[config.mk]
export PLATFORM = sky130hd
export DESIGN_NAME = ptc_inval_engine
export DESIGN_NICKNAME = d
export VERILOG_FILES = /design/src/rtl/ptc_pkg.sv /design/src/rtl/ptc_cmd_reg.sv /design/src/rtl/ptc_range_cmp.sv /design/src/rtl/ptc_tag_array.sv /design/src/rtl/ptc_inval_engine.sv
export SDC_FILE = /design/constraint.sdc
export NUM_CORES = 2
export LEC_CHECK = 0
export BUFFER_PORTS_ARGS = -buffer_cell sky130_fd_sc_hd__buf_2
export CORE_MARGIN = 2
export CORE_UTILIZATION = 50
export DETAILED_ROUTE_END_ITERATION = 6
export GPL_TIMING_DRIVEN = 0
export HOLD_SLACK_MARGIN = 0.03
export PLACE_DENSITY_LB_ADDON = 0.08
export SETUP_SLACK_MARGIN = 0.5
export SYNTH_ARGS = -nofsm -noshare
export SYNTH_HDL_FRONTEND = slang
export SYNTH_SLANG_ARGS = --single-unit
[constraint.sdc]
create_clock -name clk -period 6 [get_ports clk]
set_clock_uncertainty 0.05 [all_clocks]
set_input_delay 1.2 -clock clk [delete_from_list [all_inputs] [get_ports clk]]
set_output_delay 1.2 -clock clk [all_outputs]
set_load 0.01 [all_outputs]
[src/rtl/ptc_pkg.sv]
package ptc_pkg;

    localparam int CMD_W     = 64;
    localparam int ENT_W     = 39;
    localparam int CNT_W     = 11;
    localparam int CNT_LSB   = 53;
    localparam int ENT_LSB   = 3;
    localparam int SPAN_W    = ENT_W + 1;
    localparam int MAX_SPAN  = 1 << CNT_W;

    typedef logic [ENT_W-1:0]  ent_t;
    typedef logic [CNT_W-1:0]  cnt_t;
    typedef logic [SPAN_W-1:0] span_t;

    typedef struct packed {
        cnt_t count;
        ent_t start;
    } cmd_fields_t;

    typedef struct packed {
        span_t lo;
        span_t hi;
    } range_t;

    typedef enum logic [0:0] {
        ENG_IDLE = 1'b0,
        ENG_SCAN = 1'b1
    } eng_state_t;

    function automatic cmd_fields_t unpack_cmd(input logic [CMD_W-1:0] w);
        cmd_fields_t f;
        f.count = w[CNT_LSB +: CNT_W];
        f.start = w[ENT_LSB +: ENT_W];
        return f;
    endfunction

    function automatic logic [CMD_W-1:0] pack_cmd(input cmd_fields_t f, input logic busy);
        logic [CMD_W-1:0] w;
        w = '0;
        w[CNT_LSB +: CNT_W] = f.count;
        w[ENT_LSB +: ENT_W] = f.start;
        w[0] = busy;
        return w;
    endfunction

    function automatic span_t span_len(input cnt_t c);
        span_t n;
        if (c == '0) n = span_t'(MAX_SPAN);
        else         n = span_t'(c);
        return n;
    endfunction

    function automatic range_t make_range(input cmd_fields_t f);
        range_t r;
        r.lo = {1'b0, f.start};
        r.hi = {1'b0, f.start} + span_len(f.count);
        return r;
    endfunction

endpackage

[src/rtl/ptc_cmd_reg.sv]
module ptc_cmd_reg
    import ptc_pkg::*;
#(
    parameter int LINES = 16,
    localparam int IDX_W = (LINES > 1) ? $clog2(LINES) : 1
) (
    input  logic              clk,
    input  logic              rst,
    input  logic              wr_en,
    input  logic [CMD_W-1:0]  wr_data,
    output cmd_fields_t       fields_q,
    output logic              busy,
    output logic [IDX_W-1:0]  scan_idx
);
    localparam logic [IDX_W-1:0] LAST_IDX = IDX_W'(LINES - 1);

    eng_state_t  state_q;
    logic        accept;
    logic        start_scan;

    assign accept     = wr_en && (state_q == ENG_IDLE);
    assign start_scan = accept && wr_data[0];
    assign busy       = (state_q == ENG_SCAN);

    always_ff @(posedge clk) begin
        if (rst) begin
            fields_q <= '0;
        end else if (accept) begin
            fields_q <= unpack_cmd(wr_data);
        end
    end

    always_ff @(posedge clk) begin
        if (rst) begin
            state_q  <= ENG_IDLE;
            scan_idx <= '0;
        end else begin
            case (state_q)
                ENG_IDLE: begin
                    scan_idx <= '0;
                    if (start_scan) state_q <= ENG_SCAN;
                end
                ENG_SCAN: begin
                    if (scan_idx == LAST_IDX) begin
                        state_q  <= ENG_IDLE;
                        scan_idx <= '0;
                    end else begin
                        scan_idx <= scan_idx + 1'b1;
                    end
                end
                default: state_q <= ENG_IDLE;
            endcase
        end
    end

endmodule

[src/rtl/ptc_range_cmp.sv]
module ptc_range_cmp
    import ptc_pkg::*;
(
    input  range_t rng,
    input  ent_t   tag,
    input  logic   tag_valid,
    output logic   drop
);
    span_t wide_tag;
    logic  above_lo;
    logic  below_hi;

    assign wide_tag = {1'b0, tag};
    assign above_lo = (wide_tag >= rng.lo);
    assign below_hi = (wide_tag <  rng.hi);
    assign drop     = tag_valid && above_lo && below_hi;

endmodule

[src/rtl/ptc_tag_array.sv]
module ptc_tag_array
    import ptc_pkg::*;
#(
    parameter int LINES = 16,
    localparam int IDX_W = (LINES > 1) ? $clog2(LINES) : 1
) (
    input  logic              clk,
    input  logic              rst,
    input  logic              fill_en,
    input  logic [IDX_W-1:0]  fill_line,
    input  ent_t              fill_tag,
    input  logic              frozen,
    input  logic              drop_en,
    input  logic [IDX_W-1:0]  scan_idx,
    output ent_t              scan_tag,
    output logic              scan_valid,
    input  ent_t              probe_tag,
    output logic              probe_hit
);
    ent_t             tag_q   [LINES];
    logic [LINES-1:0] valid_q;
    logic [LINES-1:0] match;

    for (genvar g = 0; g < LINES; g++) begin : g_line
        logic do_fill;
        logic do_drop;

        assign do_fill = fill_en && !frozen && (fill_line == IDX_W'(g));
        assign do_drop = drop_en && (scan_idx == IDX_W'(g));

        always_ff @(posedge clk) begin
            if (rst) begin
                tag_q[g]   <= '0;
                valid_q[g] <= 1'b0;
            end else if (do_fill) begin
                tag_q[g]   <= fill_tag;
                valid_q[g] <= 1'b1;
            end else if (do_drop) begin
                valid_q[g] <= 1'b0;
            end
        end

        assign match[g] = valid_q[g] && (tag_q[g] == probe_tag);
    end

    assign scan_tag   = tag_q[scan_idx];
    assign scan_valid = valid_q[scan_idx];
    assign probe_hit  = |match;

endmodule

[src/rtl/ptc_inval_engine.sv]
module ptc_inval_engine
    import ptc_pkg::*;
#(
    parameter int LINES = 16,
    localparam int IDX_W = (LINES > 1) ? $clog2(LINES) : 1
) (
    input  logic              clk,
    input  logic              rst,
    input  logic              cmd_wr_en,
    input  logic [63:0]       cmd_wr_data,
    output logic [63:0]       cmd_rd_data,
    input  logic              fill_en,
    input  logic [IDX_W-1:0]  fill_line,
    input  logic [38:0]       fill_tag,
    input  logic [38:0]       probe_tag,
    output logic              probe_hit
);
    cmd_fields_t       fields_q;
    logic              busy;
    logic [IDX_W-1:0]  scan_idx;
    range_t            rng;
    ent_t              scan_tag;
    logic              scan_valid;
    logic              drop;

    ptc_cmd_reg #(.LINES(LINES)) u_cmd (
        .clk      (clk),
        .rst      (rst),
        .wr_en    (cmd_wr_en),
        .wr_data  (cmd_wr_data),
        .fields_q (fields_q),
        .busy     (busy),
        .scan_idx (scan_idx)
    );

    assign rng = make_range(fields_q);

    ptc_range_cmp u_cmp (
        .rng       (rng),
        .tag       (scan_tag),
        .tag_valid (scan_valid),
        .drop      (drop)
    );

    ptc_tag_array #(.LINES(LINES)) u_tags (
        .clk        (clk),
        .rst        (rst),
        .fill_en    (fill_en),
        .fill_line  (fill_line),
        .fill_tag   (fill_tag),
        .frozen     (busy),
        .drop_en    (busy && drop),
        .scan_idx   (scan_idx),
        .scan_tag   (scan_tag),
        .scan_valid (scan_valid),
        .probe_tag  (probe_tag),
        .probe_hit  (probe_hit)
    );

    assign cmd_rd_data = pack_cmd(fields_q, busy);

endmodule

==> run summary <==
initial antenna violation count: 14
share of layout cells above drive strength 1: 18.2%
Min Hold Slack: 0.423 ns
sequential-to-total area share from yosys stat: 49.2%
min Tclk post-route: 5.80 ns
Seq cells post-synth: 695
top fanout value on the critical path: 10
DRT Pass-1 Iters: 6
Netlist Area Pre-Place: 41000 µm²
Synth async-reset ratio: 0%
Final WS setup: 0.202 ns
worst slew pin tran: 1.36 ns
worst endpoint data arrival time: 4.55 ns
Clock Tree Root: clkbuf_16
Rel. slew slack: 8.83%
startpoint type of the worst setup path: input port
CP dominant cell by count: nor4_1
dpl ws: -1.03 ns
Synth Instances: 3337
Area after DPL: 43600 µm²
outcome: complete, no violations
mean post-synth cell area: 12.3 µm²
GRT overflow: 0
Pleak: 0.0176 µW
CP cell instances: buf_2 -> xor2_1 -> nor4_1 -> nand4_1 -> nor4_1 -> nor4_1 -> nand4_1 -> buf_2
Die Y: 290 µm
fillers: 6707
clk buf depth: 3
Final Instance Area: 46700 µm²
Hold Violations, Final: 0
FF/Latch Area: 20200 µm²
Max Fclk: 172 MHz
drt wl/cell: 42.0 µm
P per Cell Area: 271 nW/µm²
final net count: 3847
multi-input combinational cell area: 19700 µm²
# rows: 104
Met1 Wirelength: 69900 µm
critical path required time: 4.75 ns
vias in the first global route: 30600
Setup violations, final: 0
largest net degree at the start of global routing: 40
EDFF count, synth: 624
first-pass GRT wire length: 263000 µm
number of DRC markers in iteration 0: 5441
RSZ-0062 raised after global routing: true
slowest stage delay, CP: 1.10 ns
Area Overhead vs Synth: 13.9%
total track usage: 46.7%
Worst Hold Class: reg2reg
Syn. warnings: 0
DR vias/cell: 6.71
fin. max-slew vios: 0
PortBufs: 145
FF-to-FF path depth: 14
hold path depth: 2
hold wc startpoint: u_cmd.fields_q[19]
MaxCap Viol Count: 0
Critical-path top delay cell: nor4_1
core area: 80800 µm²
Clk pin slew, worst setup/hold paths: 0.06 ns
H-Tree Depth: 3
clk_lat worst skew: 0.68 ns
period utilization: 96.6%
ys flop type: edfxtp_1
crit path capture type: primary output
Num CTS Buffers: 82
DIE AREA: 84200 µm²
CTS Sinks: 695
Final HPWL DP: 160000 µm
io pins: 215
Initial Utilization: 50.7%
# DRC: 0
CTS tree: yes
WL final: 199000 µm
met2 wire length: 83200 µm
Cell variety after synth: 75
Vias: 31800
most frequent cells in the layout: and2_1, edfxtp_1, xor2_1
met3 WL: 28000 µm
Routed Antenna Nets: 0
worst r2r src: u_cmd.scan_idx[1]
worst vdd ir: 0.282 mV
critical path type: in2out
DR top layer: met5
Routability Congestion: 1.10
critical path startpoint: probe_tag[3]
leading cell type in the layout, fill and taps excluded: and2_1
Die Wd: 290 µm
## power breakdown
| part | total, µW | internal [µW] | switching, µW |
|---|---|---|---|
| Clock | 5000 | 2790 | 2220 |
| Combinational | 1980 | 595 | 1390 |
| Sequential | 5660 | 5470 | 193 |
## per-stage QoR
stage / util (%) / std cells / setup TNS (ns) / total power (µW)
floorplan: - / 3349 / 0 / 6630
global placement: 53.3 / 4554 / -845.65 / 7550
detailed placement: 54.0 / 4578 / -16.32 / 7590
CTS: 57.6 / 4728 / 0 / 12500
global route: 57.7 / 4730 / 0 / 12800
finish: 57.7 / 4738 / 0 / 12600
## area by class of cell
class                           instances  area share, %
Timing Repair Buffer                  170           2.54
Multi-Input combinational cell       2300           42.2
Antenna cell                            9         0.0483
Tap cell                             1060           2.84
Sequential cell                       695           43.2
Inverter                               75          0.603
Buffer                                279           3.02
Clock inverter                         54           1.02
Clock buffer                           96           4.51
## cell usage after synthesis, types with 5 or more instances
cell       instances  area share, %
and2_1           627            9.6
a221oi_1           7           0.15
nand2b_1           9           0.14
edfxtp_1         624             46
xnor2_1          197            4.2
buf_2             75           0.92
a21o_1            17           0.31
o21ai_0           19           0.23
dfxtp_1           71            3.5
nand2_1          145            1.3
ha_1              93            2.8
nand3_1           26           0.32
mux2i_1            5           0.12
clkbuf_1         159            1.5
nor2b_1            7           0.11
mux4_2           196             11
nor2_1            40           0.37
xor2_1           440            9.4
inv_1             71           0.65
nor4_1           136            2.1
a21oi_1          120            1.5
buf_4             15           0.27
buf_1             28           0.26
o21a_1             6           0.11
o22ai_1            5          0.076
o2111ai_1          6           0.13
o31ai_1            6           0.11
a211oi_1           6           0.11
and3_1             5          0.076
nand4_1           89            1.4
nor3_1            15           0.18
## final timing paths
kind / to / slack (ns)
setup / recovery: probe_hit / 0.20
hold / removal: u_cmd.fields_q[19] / 0.42
setup reg to reg: u_tags.valid_q[0] / 0.51
hold reg to reg: u_cmd.fields_q[19] / 0.42
## cells by family after synthesis
kind of cell	count (synthesis)	share of synthesized area, %
muxes	202	10.9
and+or+nand+nor	1123	16.1
adders and majority gates	94	2.89
other	1	0.00915
DFF	695	49.2
buffers and inverters	354	3.67
AOI/OAI and AO/OA	231	3.62
xor gates and xnor gates	637	13.6
## sequential cells by signal (all words and copies together), names as in the netlist
| signal | flops |
|---|---|
| u_cmd.scan_idx | 4 |
| u_cmd.busy | 1 |
| u_tags.valid_q | 16 |
| u_cmd.fields_q | 50 |
| u_tags.tag_q | 624 |
## worst max-delay path, delay by kind of cell
family | cells | cell delay (ns)
xor+xnor | 1 | 0.40
simple gates | 5 | 2.28
buf+inv | 2 | 0.63
## metal layers
layer | global-route usage, % | vias up
met5 | 0 | -
met1 | 58.6 | 16100
met4 | 31.9 | 8
met2 | 67.7 | 2629
met3 | 16.7 | 618
li1 | - | 12500
## timing repair
| action | CTS | global route |
|---|---|---|
| cloned | 0 | 0 |
| buffers inserted | 0 | 1 |
| resized for setup | 80 | 48 |
| hold buffers | 0 | 0 |
| hold endpoints to repair | 0 | 0 |
| setup endpoints to repair | 17 | 17 |
| pin swaps | 0 | 5 |
Note: power is estimated with default switching activity, not from simulation.
